$ cat src/rtl/evt_prescaler_pkg.sv
package evt_prescaler_pkg;
  localparam int unsigned BUS_W       = 32;
  localparam int unsigned SEL_W       = $clog2(BUS_W);
  localparam int unsigned CNT_W       = 16;
  localparam int unsigned DIV_LO_LOG2 = 4;   // divide by 16
  localparam int unsigned DIV_HI_LOG2 = 6;   // divide by 64
  localparam int unsigned SYNC_STAGES = 2;
endpackage

$ cat src/rtl/evt_sync_edge.sv
// Multi-stage synchronizer followed by a rising-edge detector.
module evt_sync_edge #(
  parameter int unsigned STAGES = 2
) (
  input  logic clk,
  input  logic rst,
  input  logic din,
  output logic rise
);
  // chain[0] is the first capture flop, chain[STAGES] the delayed copy
  logic [STAGES:0] chain;

  always_ff @(posedge clk) begin
    if (rst) chain <= '0;
    else     chain <= {chain[STAGES-1:0], din};
  end

  assign rise = chain[STAGES-1] & ~chain[STAGES];
endmodule

$ cat src/rtl/edge_tally.sv
// Free-running edge counter that wraps at its width.
module edge_tally #(
  parameter int unsigned CNT_W = 16
) (
  input  logic             clk,
  input  logic             rst,
  input  logic             clear,
  input  logic             inc,
  output logic [CNT_W-1:0] cnt_q,
  output logic [CNT_W-1:0] cnt_nxt
);
  assign cnt_nxt = cnt_q + CNT_W'(1);

  always_ff @(posedge clk) begin
    if (rst || clear) cnt_q <= '0;
    else if (inc)     cnt_q <= cnt_nxt;
  end
endmodule

$ cat src/rtl/div_tap.sv
// Registers one of two count bits as the divided output.
module div_tap (
  input  logic clk,
  input  logic rst,
  input  logic clear,
  input  logic inc,
  input  logic ratio_sel,
  input  logic tap_lo,
  input  logic tap_hi,
  output logic out_q
);
  always_ff @(posedge clk) begin
    if (rst || clear) out_q <= 1'b0;
    else if (inc)     out_q <= ratio_sel ? tap_hi : tap_lo;
  end
endmodule

$ cat src/rtl/snap_hold.sv
// Holding register for the count snapshot.
module snap_hold #(
  parameter int unsigned CNT_W = 16
) (
  input  logic             clk,
  input  logic             rst,
  input  logic             we,
  input  logic [CNT_W-1:0] d,
  output logic [CNT_W-1:0] q
);
  always_ff @(posedge clk) begin
    if (rst)     q <= '0;
    else if (we) q <= d;
  end
endmodule

$ cat src/rtl/evt_prescaler.sv
module evt_prescaler
  import evt_prescaler_pkg::*;
#(
  parameter int unsigned P_BUS_W  = BUS_W,
  parameter int unsigned P_CNT_W  = CNT_W,
  parameter int unsigned P_LO_LOG = DIV_LO_LOG2,
  parameter int unsigned P_HI_LOG = DIV_HI_LOG2,
  parameter int unsigned P_STAGES = SYNC_STAGES
) (
  input  logic                       clk,
  input  logic                       rst,
  input  logic                       pre_rst_n,
  input  logic [P_BUS_W-1:0]         evt_bus,
  input  logic [$clog2(P_BUS_W)-1:0] src_sel,
  input  logic                       ratio_sel,
  output logic                       evt_out,
  input  logic                       snap_we,
  output logic [P_CNT_W-1:0]         snap_cnt
);
  // the output toggles every half period, so tap one bit below log2(ratio)
  localparam int unsigned LO_TAP = P_LO_LOG - 1;
  localparam int unsigned HI_TAP = P_HI_LOG - 1;

  logic               sel_evt;
  logic               edge_rise;
  logic               cnt_inc;
  logic               hold;
  logic [P_CNT_W-1:0] cnt_q;
  logic [P_CNT_W-1:0] cnt_nxt;

  assign sel_evt = evt_bus[src_sel];
  assign hold    = ~pre_rst_n;
  assign cnt_inc = edge_rise & pre_rst_n;

  evt_sync_edge #(.STAGES(P_STAGES)) u_sync (
    .clk (clk),
    .rst (rst),
    .din (sel_evt),
    .rise(edge_rise)
  );

  edge_tally #(.CNT_W(P_CNT_W)) u_tally (
    .clk    (clk),
    .rst    (rst),
    .clear  (hold),
    .inc    (cnt_inc),
    .cnt_q  (cnt_q),
    .cnt_nxt(cnt_nxt)
  );

  div_tap u_tap (
    .clk      (clk),
    .rst      (rst),
    .clear    (hold),
    .inc      (cnt_inc),
    .ratio_sel(ratio_sel),
    .tap_lo   (cnt_nxt[LO_TAP]),
    .tap_hi   (cnt_nxt[HI_TAP]),
    .out_q    (evt_out)
  );

  snap_hold #(.CNT_W(P_CNT_W)) u_snap (
    .clk(clk),
    .rst(rst),
    .we (snap_we),
    .d  (cnt_q),
    .q  (snap_cnt)
  );
endmodule

$ cat config.mk
export PLATFORM = sky130hd
export DESIGN_NAME = evt_prescaler
export DESIGN_NICKNAME = d
export VERILOG_FILES = /design/src/rtl/evt_prescaler_pkg.sv /design/src/rtl/evt_sync_edge.sv /design/src/rtl/edge_tally.sv /design/src/rtl/div_tap.sv /design/src/rtl/snap_hold.sv /design/src/rtl/evt_prescaler.sv
export SDC_FILE = /design/constraint.sdc
export NUM_CORES = 1
export LEC_CHECK = 0
export BUFFER_PORTS_ARGS = -buffer_cell sky130_fd_sc_hd__buf_2
export CORE_AREA = 2 2 79 81
export CTS_BUF_LIST = sky130_fd_sc_hd__clkbuf_4 sky130_fd_sc_hd__clkbuf_8
export DETAILED_ROUTE_END_ITERATION = 7
export DIE_AREA = 0 0 81 83
export PLACE_DENSITY = 0.61
export SLEW_MARGIN = 30
export SYNTH_ARGS = -nofsm -noshare
export SYNTH_HDL_FRONTEND = slang
export SYNTH_SLANG_ARGS = --single-unit
$ cat constraint.sdc
create_clock -name clk -period 3.6 [get_ports clk]
set_input_delay 0.36 -clock clk [delete_from_list [all_inputs] [get_ports clk]]
set_output_delay 0.36 -clock clk [all_outputs]
set_load 0.005 [all_outputs]
==> results.sh <==
export IMPL_htree_levels=2
export IMPL_n_fill_cell=617
export IMPL_worstSetupPathType="register to register"
export IMPL_async_flop_share=0
export IMPL_setup_slack_ps=1730
export IMPL_final_area_sq_mm=0.00215
export IMPL_num_antenna_cells=0
export IMPL_syn_avg_cell_area_sq_um=9.86
export IMPL_synthTopCellsByCount="dfxtp_1, nor2_1, mux2i_1"
export IMPL_yosysTopAreaCell="dfxtp_1"
export IMPL_cap_violations=0
export IMPL_critPathSlowestCell="or4_4"
export IMPL_syn2layout_area_growth_pct=25.5
export IMPL_grt_pass1_vias=1420
export IMPL_clock_skew_ps=4.95
export IMPL_synth_top_cell_area_share=0.420
export IMPL_regArea_sq_um=721
export IMPL_worstPathRequired_ps=3810
export IMPL_clock_path_buffers=2
export IMPL_clock_latency_ps=290
export IMPL_seq_area_frac_synth=0.420
export IMPL_status="completed"
export IMPL_peakVddDrop_mv=0.153
export IMPL_wirelength_mm=3.74
export IMPL_viasPerCell=4.82
export IMPL_cts_hold_buf=0
export IMPL_pwr_density_cell_mw_per_mm2=363
export IMPL_relSlewSlack=0.618
export IMPL_place_congestion=0.763
export IMPL_hp_start="src_sel[4]"
export IMPL_min_path_type="input port to register"
export IMPL_io_buffers=58
export IMPL_yosysUniqueCellTypes=37
export IMPL_crit_fanout=6
export IMPL_finalMaxSlewViolations=0
export IMPL_numCtsBuffers=5
export IMPL_synth_edf_count=0
export IMPL_cts_tree="done"
export IMPL_postCtsSetupRepairBufs=0
export IMPL_yosysMostFrequentCell="dfxtp_1"
export IMPL_dp_slack_ps=1700
export IMPL_synth_main_ff_cell="dfxtp_1"
export IMPL_grt_max_degree=21
export IMPL_worstSetupStartpoint="u_tally.cnt_q[5]"
export IMPL_finalNetCount=273
export IMPL_grt_overflow=0
export IMPL_clock_sinks=36
export IMPL_cp_data_arrival_time_ps=2080
export IMPL_cts_clk_slew_worst_paths_ps=70
export IMPL_period_minus_slack_ps=1870
export IMPL_endpoint_kind="register"
export IMPL_timing_rr_start="u_tally.cnt_q[5]"
export IMPL_place_hpwl_mm=2.84
export IMPL_yosysWarnings=0
export IMPL_ant_nets=0
export IMPL_wl_per_cell_microns=12.2
export IMPL_p_leak_nw=0.892
export IMPL_place_area_sq_mm=0.00205
export IMPL_synth_cells=174
export IMPL_max_freq_mhz=535
export IMPL_cpLargestDelayFamily="simple AND/OR/NAND/NOR gates"
export IMPL_multi_input_area_sq_um=931
export IMPL_cts_root_buf="clkbuf_8"
export IMPL_ys_ff_latch=36
export IMPL_row_count=28
export IMPL_startpoint_type="register"
export IMPL_finalSetupTns_ps=0
export IMPL_initial_utilization=0.295
export IMPL_cts_resized=0
export IMPL_syn_num_nets=217
export IMPL_drt_iter0_drc=26
export IMPL_fin_crit_sh=0.519
export IMPL_antenna_found_initial=0
export IMPL_die_x_microns=81
export IMPL_drc=0
export IMPL_pin_count=59
export IMPL_die_y_microns=83
export IMPL_worst_pin_slew_ps=567
export IMPL_grtUsageTotal=0.122
export IMPL_first_pass_iters=4
export IMPL_critPathBufInv=0
export IMPL_die_area_sq_mm=0.00672
export IMPL_finalSetupViolations=0
export IMPL_grt_pass1_wl_mm=6.34
export IMPL_max_stage_delay_ps=600
export IMPL_synth_area_top_cells="dfxtp_1, mux2i_1, mux4_2"
export IMPL_num_vias=1474
export IMPL_hold_violations=0
export IMPL_rsz0062_at_grt="no"
export IMPL_fp_coreArea_sq_mm=0.00582
export IMPL_synth_area_sq_mm=0.00172
export IMPL_crit_chain="nand4_2, or4_4, or3_1, a21oi_1"
export IMPL_drive_above_1_share=0.359
==> flip-flops by register name, indices dropped and copies added, names as in the netlist <==
| register | count |
|---|---|
| u_snap.q | 16 |
| u_sync.chain | 3 |
| u_tally.cnt_q | 16 |
| u_tap.out_q | 1 |
==> layout make-up <==
class                   count  area share
repair buffers             58       0.135
multi-input cells         124       0.433
clock buffers               8      0.0453
inverters                   5     0.00872
well taps                  75      0.0436
flip-flops and latches     36       0.335
==> cell usage in the layout (no fill, tap or decap), types with 5 or more instances in the layout <==
| cell | synthesis | final |
|---|---|---|
| o21ai_0 | 6 | 6 |
| a21oi_1 | 10 | 10 |
| buf_2 | 3 | 58 |
| dfxtp_1 | 36 | 36 |
| mux4_2 | 7 | 7 |
| nand3_1 | 5 | 5 |
| inv_1 | 5 | 5 |
| mux2i_1 | 18 | 18 |
| nor2_1 | 24 | 24 |
| clkbuf_8 | 0 | 6 |
| nand2_1 | 7 | 7 |
| xnor2_1 | 6 | 6 |
==> where the power goes <==
group          internal, mW  total (mW)  leakage [nW]  switching [mW]
clock                 0.171       0.305        0.0523           0.134
combinational        0.0414      0.0727         0.549          0.0313
sequential            0.401       0.403         0.290         0.00184
total                 0.613       0.780         0.892           0.167
==> logic make-up (layout without fill, tap and decap cells) <==
logic type / after synthesis / count (layout) / share of synthesized area
adders and majority gates: 1 / 1 / 0.00729
DFF: 36 / 36 / 0.420
AOI/OAI and AO/OA: 25 / 25 / 0.0905
and+or+nand+nor: 62 / 62 / 0.187
xor gates and xnor gates: 8 / 8 / 0.0408
buffers and inverters: 14 / 71 / 0.0372
muxes: 28 / 28 / 0.217
==> final timing paths <==
kind / end / slack [ps] / depth (start not counted)
max: u_tally.cnt_q[15] / 1730 / 4
min: u_sync.chain[0] / 350 / 2
max reg2reg: u_tally.cnt_q[15] / 1730 / 4
min reg2reg: u_sync.chain[1] / 440 / 1
==> metrics by stage <==
step / power (mW) / hold WS, ps / utilization / instances
2_1_floorplan: 0.458 / 414 / - / 174
3_3_place_gp: 0.485 / 436 / 0.353 / 298
3_5_place_dp: 0.486 / 427 / 0.353 / 298
4_1_cts: 0.795 / 354 / 0.370 / 306
5_1_grt: 0.817 / 368 / 0.370 / 306
6_report: 0.780 / 355 / 0.370 / 306
==> routing by layer <==
metal,GRT usage,wire length (microns),vias up
met5,0,0,-
met2,0.199,1740,61
met4,0.0570,106,0
met1,0.141,1600,665
met3,0.0391,285,10
li1,-,-,738
Note: power is estimated with default switching activity, not from simulation.
